## config.mk

```make
export PLATFORM = sky130hd
export DESIGN_NAME = uart_rx_frontend
export DESIGN_NICKNAME = d
export VERILOG_FILES = /design/src/rtl/uart_rx_pkg.sv /design/src/rtl/rx_sync.sv /design/src/rtl/rx_sample_ctr.sv /design/src/rtl/rx_frame_ctrl.sv /design/src/rtl/rx_hold_reg.sv /design/src/rtl/uart_rx_frontend.sv
export SDC_FILE = /design/constraint.sdc
export NUM_CORES = 1
export LEC_CHECK = 0
export ABC_AREA = 1
export CELL_PAD_IN_SITES_DETAIL_PLACEMENT = 0
export CELL_PAD_IN_SITES_GLOBAL_PLACEMENT = 2
export CORE_MARGIN = 10
export CORE_UTILIZATION = 36
export CTS_CLUSTER_SIZE = 12
export DETAILED_ROUTE_END_ITERATION = 7
export MAX_ROUTING_LAYER = met4
export PLACE_DENSITY_LB_ADDON = 0.1
export SYNTH_ARGS = -nofsm -noshare
export SYNTH_HDL_FRONTEND = slang
export SYNTH_HIERARCHICAL = 1
export SYNTH_SLANG_ARGS = --single-unit
```

## constraint.sdc

```tcl
create_clock -name clk -period 3.2 [get_ports clk]
set_input_delay 0.64 -clock clk [delete_from_list [all_inputs] [get_ports clk]]
set_output_delay 0.64 -clock clk [all_outputs]
set_load 0.005 [all_outputs]
```

## src/rtl/uart_rx_pkg.sv

```systemverilog
package uart_rx_pkg;

  typedef enum logic [2:0] {
    ST_IDLE,
    ST_START,
    ST_DATA,
    ST_STOP,
    ST_WAIT_HIGH
  } rx_state_e;

  function automatic logic maj3(input logic a, input logic b, input logic c);
    return (a & b) | (a & c) | (b & c);
  endfunction

endpackage

```

## src/rtl/rx_sync.sv

```systemverilog
module rx_sync #(
  parameter int STAGES = 2
) (
  input  logic clk,
  input  logic rst,
  input  logic din,
  output logic dout
);
  logic [STAGES-1:0] q;

  always_ff @(posedge clk) begin
    if (rst) q <= '1;
    else     q <= {q[STAGES-2:0], din};
  end

  assign dout = q[STAGES-1];
endmodule

```

## src/rtl/rx_sample_ctr.sv

```systemverilog
module rx_sample_ctr #(
  parameter int OSR = 16
) (
  input  logic clk,
  input  logic rst,
  input  logic tick,
  input  logic line,
  input  logic active,
  input  logic restart,
  output logic vote_valid,
  output logic vote,
  output logic bit_end
);
  import uart_rx_pkg::*;

  localparam int CNT_W    = $clog2(OSR + 1);
  localparam int VOTE_MID = OSR / 2 + 1;

  logic [CNT_W-1:0] cnt_q;
  logic [CNT_W-1:0] nxt;
  logic             v_lo_q, v_mid_q;
  logic             step;

  assign step = tick && active;
  assign nxt  = cnt_q + CNT_W'(1);

  always_ff @(posedge clk) begin
    if (rst) begin
      cnt_q   <= '0;
      v_lo_q  <= 1'b1;
      v_mid_q <= 1'b1;
    end else if (restart) begin
      cnt_q   <= CNT_W'(1);
      v_lo_q  <= 1'b1;
      v_mid_q <= 1'b1;
    end else if (step) begin
      cnt_q <= (nxt == CNT_W'(OSR)) ? '0 : nxt;
      if (nxt == CNT_W'(VOTE_MID - 1)) v_lo_q  <= line;
      if (nxt == CNT_W'(VOTE_MID))     v_mid_q <= line;
    end
  end

  assign vote_valid = step && (nxt == CNT_W'(VOTE_MID + 1));
  assign vote       = maj3(v_lo_q, v_mid_q, line);
  assign bit_end    = step && (nxt == CNT_W'(OSR));

  AST_CNT_RANGE: assert property (@(posedge clk) disable iff (rst)
    cnt_q < CNT_W'(OSR)) else $error("sample count out of range");

endmodule

```

## src/rtl/rx_frame_ctrl.sv

```systemverilog
module rx_frame_ctrl #(
  parameter int DATA_MAX = 9
) (
  input  logic                clk,
  input  logic                rst,
  input  logic                tick,
  input  logic                line,
  input  logic                nine_bit_en,
  input  logic                vote_valid,
  input  logic                vote,
  input  logic                bit_end,
  output logic                active,
  output logic                restart,
  output logic                frame_done,
  output logic [DATA_MAX-1:0] frame_data,
  output logic                frame_ferr
);
  import uart_rx_pkg::*;

  localparam int IDX_W = $clog2(DATA_MAX);

  rx_state_e            state_q;
  logic [DATA_MAX-1:0]  sh_q;
  logic [IDX_W-1:0]     idx_q;
  logic                 wide_q;
  logic [IDX_W-1:0]     last_idx;

  assign last_idx = wide_q ? IDX_W'(DATA_MAX - 1) : IDX_W'(DATA_MAX - 2);
  assign active   = (state_q == ST_START) || (state_q == ST_DATA) || (state_q == ST_STOP);
  assign restart  = (state_q == ST_IDLE) && tick && !line;

  always_ff @(posedge clk) begin
    if (rst) begin
      state_q    <= ST_IDLE;
      sh_q       <= '0;
      idx_q      <= '0;
      wide_q     <= 1'b0;
      frame_done <= 1'b0;
      frame_data <= '0;
      frame_ferr <= 1'b0;
    end else begin
      frame_done <= 1'b0;
      unique case (state_q)
        ST_IDLE: begin
          if (restart) begin
            state_q <= ST_START;
            wide_q  <= nine_bit_en;
            sh_q    <= '0;
          end
        end
        ST_START: begin
          if (vote_valid && vote) begin
            state_q <= ST_IDLE;
          end else if (bit_end) begin
            state_q <= ST_DATA;
            idx_q   <= '0;
          end
        end
        ST_DATA: begin
          if (vote_valid) sh_q <= {vote, sh_q[DATA_MAX-1:1]};
          if (bit_end) begin
            if (idx_q == last_idx) state_q <= ST_STOP;
            else                   idx_q   <= idx_q + IDX_W'(1);
          end
        end
        ST_STOP: begin
          if (vote_valid) begin
            frame_done <= 1'b1;
            frame_data <= wide_q ? sh_q : (sh_q >> 1);
            frame_ferr <= !vote;
            state_q    <= vote ? ST_IDLE : ST_WAIT_HIGH;
          end
        end
        ST_WAIT_HIGH: begin
          if (tick && line) state_q <= ST_IDLE;
        end
        default: state_q <= ST_IDLE;
      endcase
    end
  end

  AST_START_REJECT: assert property (@(posedge clk) disable iff (rst)
    (state_q == ST_START && vote_valid && vote) |=> (state_q == ST_IDLE))
    else $error("noisy start not rejected");

  AST_DONE_FROM_STOP: assert property (@(posedge clk) disable iff (rst)
    frame_done |-> ($past(state_q) == ST_STOP))
    else $error("frame completed outside stop bit");

  AST_WAIT_HIGH: assert property (@(posedge clk) disable iff (rst)
    (state_q == ST_WAIT_HIGH && !(tick && line)) |=> (state_q == ST_WAIT_HIGH))
    else $error("re-armed before line high");

endmodule

```

## src/rtl/rx_hold_reg.sv

```systemverilog
module rx_hold_reg #(
  parameter int DATA_MAX = 9
) (
  input  logic                clk,
  input  logic                rst,
  input  logic                frame_done,
  input  logic [DATA_MAX-1:0] frame_data,
  input  logic                frame_ferr,
  input  logic                rd_strobe,
  input  logic                irq_en,
  output logic [DATA_MAX-1:0] rx_data,
  output logic                rx_done,
  output logic                rx_irq,
  output logic                frame_err,
  output logic                overrun
);
  logic done_next;
  logic lose;

  assign lose = frame_done && rx_done && !rd_strobe;

  always_comb begin
    done_next = rx_done;
    if (rd_strobe)  done_next = 1'b0;
    if (frame_done) done_next = 1'b1;
  end

  always_ff @(posedge clk) begin
    if (rst) begin
      rx_data   <= '0;
      rx_done   <= 1'b0;
      rx_irq    <= 1'b0;
      frame_err <= 1'b0;
      overrun   <= 1'b0;
    end else begin
      rx_done <= done_next;
      rx_irq  <= done_next && irq_en;
      if (lose) begin
        overrun <= 1'b1;
      end else begin
        if (rd_strobe) overrun <= 1'b0;
        if (frame_done) begin
          rx_data   <= frame_data;
          frame_err <= frame_ferr;
        end
      end
    end
  end

  AST_READ_CLEARS: assert property (@(posedge clk) disable iff (rst)
    (rd_strobe && !frame_done) |=> (!rx_done && !overrun))
    else $error("read did not clear flags");

  AST_OVR_KEEPS: assert property (@(posedge clk) disable iff (rst)
    lose |=> (overrun && $stable(rx_data)))
    else $error("overrun lost earlier word");

endmodule

```

## src/rtl/uart_rx_frontend.sv

```systemverilog
module uart_rx_frontend #(
  parameter int OSR         = 16,
  parameter int DATA_MAX    = 9,
  parameter int SYNC_STAGES = 2
) (
  input  logic                clk,
  input  logic                rst,
  input  logic                rx_pin,
  input  logic                tick16,
  input  logic                nine_bit_en,
  input  logic                irq_en,
  input  logic                rd_strobe,
  output logic [DATA_MAX-1:0] rx_data,
  output logic                rx_done,
  output logic                rx_irq,
  output logic                frame_err,
  output logic                overrun
);
  logic                line_s;
  logic                active, restart;
  logic                vote_valid, vote, bit_end;
  logic                frame_done, frame_ferr;
  logic [DATA_MAX-1:0] frame_data;

  rx_sync #(.STAGES(SYNC_STAGES)) u_sync (
    .clk(clk), .rst(rst), .din(rx_pin), .dout(line_s)
  );

  rx_sample_ctr #(.OSR(OSR)) u_ctr (
    .clk(clk), .rst(rst), .tick(tick16), .line(line_s),
    .active(active), .restart(restart),
    .vote_valid(vote_valid), .vote(vote), .bit_end(bit_end)
  );

  rx_frame_ctrl #(.DATA_MAX(DATA_MAX)) u_ctrl (
    .clk(clk), .rst(rst), .tick(tick16), .line(line_s),
    .nine_bit_en(nine_bit_en), .vote_valid(vote_valid), .vote(vote),
    .bit_end(bit_end), .active(active), .restart(restart),
    .frame_done(frame_done), .frame_data(frame_data), .frame_ferr(frame_ferr)
  );

  rx_hold_reg #(.DATA_MAX(DATA_MAX)) u_hold (
    .clk(clk), .rst(rst), .frame_done(frame_done), .frame_data(frame_data),
    .frame_ferr(frame_ferr), .rd_strobe(rd_strobe), .irq_en(irq_en),
    .rx_data(rx_data), .rx_done(rx_done), .rx_irq(rx_irq),
    .frame_err(frame_err), .overrun(overrun)
  );

endmodule

```

### Yosys cells after proc, flatten, opt, wreduce, memory -nomap -nowiden

Index checks and enable logic that the tools add are counted.

| word-level totals | value |
|---|---|
| register bits after elaboration | 50 |
| bits of input ports | 7 |
| output and inout port bits | 13 |
| word-level logic and storage cells | 102 |

| operators by class | value |
|---|---|
| add/subtract/negate cells | 2 |
| eq/ne operators | 19 |
| muxes and demuxes | 27 |
| bitwise logic cells | 7 |
| reductions and logical operators | 30 |

Operator list:

| operator | count |
|---|---|
| 2-to-1 mux 9 bit | 3 |
| 2-to-1 mux 3 bit | 8 |
| 2-to-1 mux 4 bit | 5 |
| one-hot mux 9 bit (2 select lines) | 1 |
| equality test 5 x 4 -> 1 bit (second input constant) | 3 |
| one-hot mux 3 bit (5 select lines) | 1 |
| != test 2 bit (second input constant) | 6 |
| logical AND 1 bit | 10 |
| AND reduction 2 bit | 5 |
| one-hot mux 4 bit (2 select lines) | 1 |
| nonzero test 2 bit | 4 |
| 2-to-1 mux 1 bit | 7 |
| equality test 3 x 2 -> 1 bit (second input constant) | 2 |
| != test 2 x 1 -> 1 bit (second input constant) | 3 |
| AND reduction 6 bit | 1 |
| adder 5 x 1 -> 5 bit (second input constant) | 1 |
| equality test 5 bit (second input constant) | 1 |
| 2-to-1 mux 5 bit | 1 |
| AND reduction 5 bit | 1 |
| adder 4 x 1 -> 4 bit (second input constant) | 1 |
| equality test 4 bit | 1 |
| OR reduction 2 bit | 2 |
| bitwise AND 1 bit | 3 |
| equality test 3 x 1 -> 1 bit (second input constant) | 1 |
| other kinds (8) | 13 |

### Depth between registers and ports, before layout

| depth | value |
|---|---|
| depth after elaboration | 8 |
| mapped depth | 15 |
| depth with buffers taken out | 15 |

### By module

Netlist, hierarchy kept.

By module, submodules not included:

| module | instances | cells an instance | area each (um^2) | seq. area each (um^2) |
|---|---|---|---|---|
| rx_frame_ctrl | 1 | 174 | 1348.8 | 560.5 |
| rx_hold_reg | 1 | 78 | 580.6 | 260.2 |
| rx_sample_ctr | 1 | 61 | 470.5 | 140.1 |
| rx_sync | 1 | 7 | 58.8 | 40.0 |

### Worst setup path after synthesis

No wires, ideal clock.

| timing path | value |
|---|---|
| kind | register to register |
| start | register u_ctr.cnt_q[0] |
| end | register u_ctrl.state_q[2] |
| library setup time | 0.070 ns |
| arrival | 1.884 ns |
| data required time | 3.130 ns |
| setup slack | 1.246 ns |
| cell stages (with the launch flop) | 12 |
| path buffers | 0 |
| clock period less this slack | 1.954 ns |
| cell sequence | dfxtp_1 > ha_1 > xnor2_2 > inv_2 > nor2_8 > nand2_2 > nor3_2 > inv_1 > nor2_4 > inv_2 > or2_1 > a21oi_1 |

| between the ends | value |
|---|---|
| longest elaborated chain between the ends | 6 |
| elaborated cells between the ends (all ways) | 12 |
| classes of those cells | add/sub: 1; eq/ne: 5; mux: 2; reduce/logical: 4 |

RTL lines:

| what | line | RTL |
|---|---|---|
| from (decl) | rx_sample_ctr.sv:19 | `logic [CNT_W-1:0] cnt_q;` |
| from (signal assigned) | rx_sample_ctr.sv:37 | `cnt_q <= (nxt == CNT_W'(OSR)) ? '0 : nxt;` |
| adder 5 x 1 -> 5 bit (*) | rx_sample_ctr.sv:25 | `assign nxt = cnt_q + CNT_W'(1);` |
| equality test 5 x 4 -> 1 bit (*) | rx_sample_ctr.sv:43 | `assign vote_valid = step && (nxt == CNT_W'(VOTE_MID + 1));` |
| logical AND 1 bit (*) | rx_sample_ctr.sv:43 |  |
| net vote_valid | uart_rx_frontend.sv:21 | `logic vote_valid, vote, bit_end;` |
| logical AND 1 bit | rx_frame_ctrl.sv:52 | `if (vote_valid && vote) begin` |
| != test 3 bit (no source line) / 2-to-1 mux 3 bit (equally long branches) | n/a |  |
| AND reduction 6 bit (no source line) / one-hot mux 3 bit (5 select lines) (equally long branches) | n/a |  |
| to (signal assigned) | rx_frame_ctrl.sv:71 | `state_q <= vote ? ST_IDLE : ST_WAIT_HIGH;` |
| to (decl) | rx_frame_ctrl.sv:22 | `rx_state_e state_q;` |

Mark *: on every way through the listed nets, which the timed path passes. The rest lies on a longest branch.
A chain may end at the register's enable or synchronous reset.

### Worst setup path in the final report

| timing path | value |
|---|---|
| start | register u_ctr.cnt_q[0] |
| end | register u_ctrl.frame_ferr |

| between the ends | value |
|---|---|
| longest elaborated chain between the ends | 4 |

RTL lines:

| what | line | RTL |
|---|---|---|
| adder 5 x 1 -> 5 bit | rx_sample_ctr.sv:25 |  |
| equality test 5 x 4 -> 1 bit | rx_sample_ctr.sv:43 |  |
| logical AND 1 bit | rx_sample_ctr.sv:43 |  |
| net vote_valid | uart_rx_frontend.sv:21 |  |
| AND reduction 2 bit (no source line) | n/a |  |
| to (signal assigned) | rx_frame_ctrl.sv:70 | `frame_ferr <= !vote;` |
| to (decl) | rx_frame_ctrl.sv:16 | `output logic frame_ferr` |

The timed path passes the listed nets, and every way through them passes these cells.

==> out/qor.yml <==
critical_path:
  path_max_fanout: 18
  path_common_cell: "inv_2"
  critPathSlowestCell: "dfxtp_1"
  start_kind: "register"
  end_kind: "register"
  critPathRequiredTime_ns: 3.44
  critPathArrivalTime_ns: 2.60
  max_stage_delay_ns: 0.48
  worst-setup-path-type: "reg -> reg"
  crit_chain: "ha_1 > xnor2_2 > inv_2 > nor2_8 > nand2_2 > nor3_2 > inv_1 > nor2_4 > inv_2 > or2_1 > a21oi_1"
global_routing:
  grtUsageTotal_pct: 10.52
  grt_overflow_total: 0
  grt_pass1_vias: 1830
  grt_pass1_wl_um: 8742
  grt_max_degree: 23
  grt_antenna_before_repair: 0
drt:
  drc: 0
  met3WireLength_um: 270
  routed_via_density: 4.667
  drtAntennaViolNets: 0
  wl_met2_um: 2085
  met1_length_um: 2699
  drt_wl_total_um: 5114
  drtIter0Drc: 68
  dr.pass1.iters: 4
  top_layer: "met4"
  wl_per_cell_um: 12.23
  vias: 1951
yosys:
  synth_commonest_cells: "dfxtp_1 (50), nand2_1 (50), a21oi_1 (36), nor2_1 (36), inv_1 (35)"
  synth-edff-count: 0
  synth_nets: 332
  synth_area_mm2: 0.002459
  synth_seq_area_share_pct: 40.71
  syn-mean-instance-area_um2: 7.683
  yosys_warnings: 6
  synthArstFlopShare_pct: 0
  ys_ff_latch: 50
  synthCells: 320
  synth_flop_cell: "dfxtp_1"
  yosys.area.top_type: "dfxtp_1"
  synth_top_cell_area_share_pct: 40.71
  ys_types: 37
  synth_area_leaders: "dfxtp_1 (41%), nand2_1 (7.6%), a21oi_1 (7.3%), nor2_1 (5.5%), inv_1 (5.3%)"
clock_network:
  clockRootBuffer: "clkbuf_8"
  worstSkewPairLatency_ns: 0.30
  cts-buffers-inserted: 5
  cts_setup_buffers: 0
  cts_tree: "yes"
  clkTransAtPathRegs_ns: 0.09
  cts_hold_buf: 0
  h-tree-depth: 2
  cts_resized: 0
  clockBufferDepth: 2
  cts.sinks: 50
finish:
  antenna_cells: 0
  nets: 349
  area_delta_synth_final_pct: 12.42
  drive_gt1_share_pct: 12.72
  final_cells: 418
sta:
  min_period_ns: 2.361
  tightest_slew_ns: 0.7725
  slew_viol_final: 0
  hold_violations: 0
  setup_violations: 0
  finClkSkew_ns: 0.007462
  tns_ns: 0
  period_share_pct: 73.79
  fmax_ghz: 0.4235
  rsz0062_at_grt: "no"
  maxSlewHeadroom_pct: 48.43
die:
  die_area_mm2: 0.01054
  ios: 20
  die_y_um: 102.6
  std_cell_rows: 30
  core_mm2: 0.006719
  start_util_pct: 36.59
  die_x_um: 102.6
flow_run:
  cap_violations: 0
place:
  dp_hpwl_um: 3575
  portBuffers: 19
  gp_congestion: 0.7497
  placed_cells: 410
worst_hold_path:
  hold_class: "reg -> reg"
pwr:
  peakVddDrop_mv: 0.1757
  power_density_mw_per_mm2: 517.1
  finalPower_mw: 1.429
  leakagePower_nw: 1.088
status:
  status: "complete, no violations"
area by class of cell:
class                   instances  area, um^2
multi-input cells             218        1217
repair buffers                 20       197.7
clock inverters                 2       13.76
fillers                       711        3955
inverters                      42       161.4
well taps                      80       100.1
clock buffers                   6       72.57
flip-flops and latches         50        1001
logic make-up (layout without fill, tap and decap cells):
kind of cell,after synthesis,in the layout,share of synthesized area (%)
XOR/XNOR,1,1,0.6618
AO/OA/AOI/OAI,66,66,14.86
AND/OR/NAND/NOR,137,137,27.79
buffers and inverters,52,70,9.771
multiplexers,8,8,3.257
adder cells (fa/ha/maj),6,6,2.952
flip-flops,50,50,40.71
sequential cells by signal, summed over array words and instances (netlist names), 2 cells and up:
| signal | flops |
|---|---|
| u_sync/q | 2 |
| u_ctrl/sh_q | 9 |
| u_hold/rx_data | 9 |
| u_ctr/cnt_q | 5 |
| u_ctrl/frame_data | 9 |
| u_ctrl/idx_q | 4 |
| u_ctrl/state_q | 3 |
final timing paths:
kind	start	cells past startpoint	slack, ns	to
setup / recovery	u_ctr/cnt_q[0]$_SDFFE_PP0P_	11	0.84	u_ctrl/frame_ferr$_SDFFE_PP0P_
setup reg to reg	u_ctr/cnt_q[0]$_SDFFE_PP0P_	11	0.84	u_ctrl/frame_ferr$_SDFFE_PP0P_
hold / removal	u_sync/q[0]$_SDFF_PP1_	2	0.43	u_sync/q[1]$_SDFF_PP1_
hold reg to reg	u_sync/q[0]$_SDFF_PP1_	2	0.43	u_sync/q[1]$_SDFF_PP1_
placed cells by master (no fill, tap or decap):
cell and count:
nand2_1 50, dfxtp_1 50, nor2_1 36, a21oi_1 36, inv_1 35, nand3_1 25
o21ai_0 20, clkdlybuf4s50_1 19, mux2i_1 8, nand2_2 6, clkbuf_8 5, inv_2 5
nand3_2 5, ha_1 5, a21oi_2 4, nand4_1 3, clkinv_2 2, nand2_4 2
nor2_2 2, o211ai_1 2, nor2_4 2, o21ai_1 2, clkinv_4 1, clkbuf_1 1
buf_4 1, xnor2_2 1, nor2_8 1, nor3_2 1, maj3_1 1, nand4_2 1
o21ai_4 1, inv_4 1, or2_1 1, nand3_4 1, nor3_1 1, a21o_2 1
critical path: cells and delay by family, from the launching register on:
kind,cells,cell delay (ns)
and+or+nand+nor,5,0.95
adders and majority gates,1,0.29
buffers and inverters,3,0.31
DFF,1,0.48
AOI/OAI and AO/OA,1,0.12
xor gates and xnor gates,1,0.16
layer usage:
| metal | track usage [%] | up-vias |
|---|---|---|
| li1 | - | 1070 |
| met1 | 13.81 | 850 |
| met2 | 15.31 | 26 |
| met3 | 2.882 | 5 |
| met4 | 3.254 | 0 |
| met5 | - | - |
report_power, final:
group | switching (mW) | total (mW) | internal [mW] | leakage, nW
sequential | 0.0534 | 0.712 | 0.659 | 0.405
combinational | 0.229 | 0.350 | 0.121 | 0.638
clock | 0.212 | 0.367 | 0.155 | 0.0452
stage by stage:
step	setup slack [ns]	hold slack [ns]	utilization [%]	cell area, um^2
2_1_floorplan	1.246	0.3865	-	2459
3_3_place_gp	0.6492	0.3949	39.85	2678
3_5_place_dp	0.5779	0.4064	39.85	2678
4_1_cts	0.8140	0.4373	41.14	2764
5_1_grt	0.6106	0.4662	41.14	2764
6_report	0.8386	0.4275	41.14	2764
Note: power is estimated with default switching activity, not from simulation.
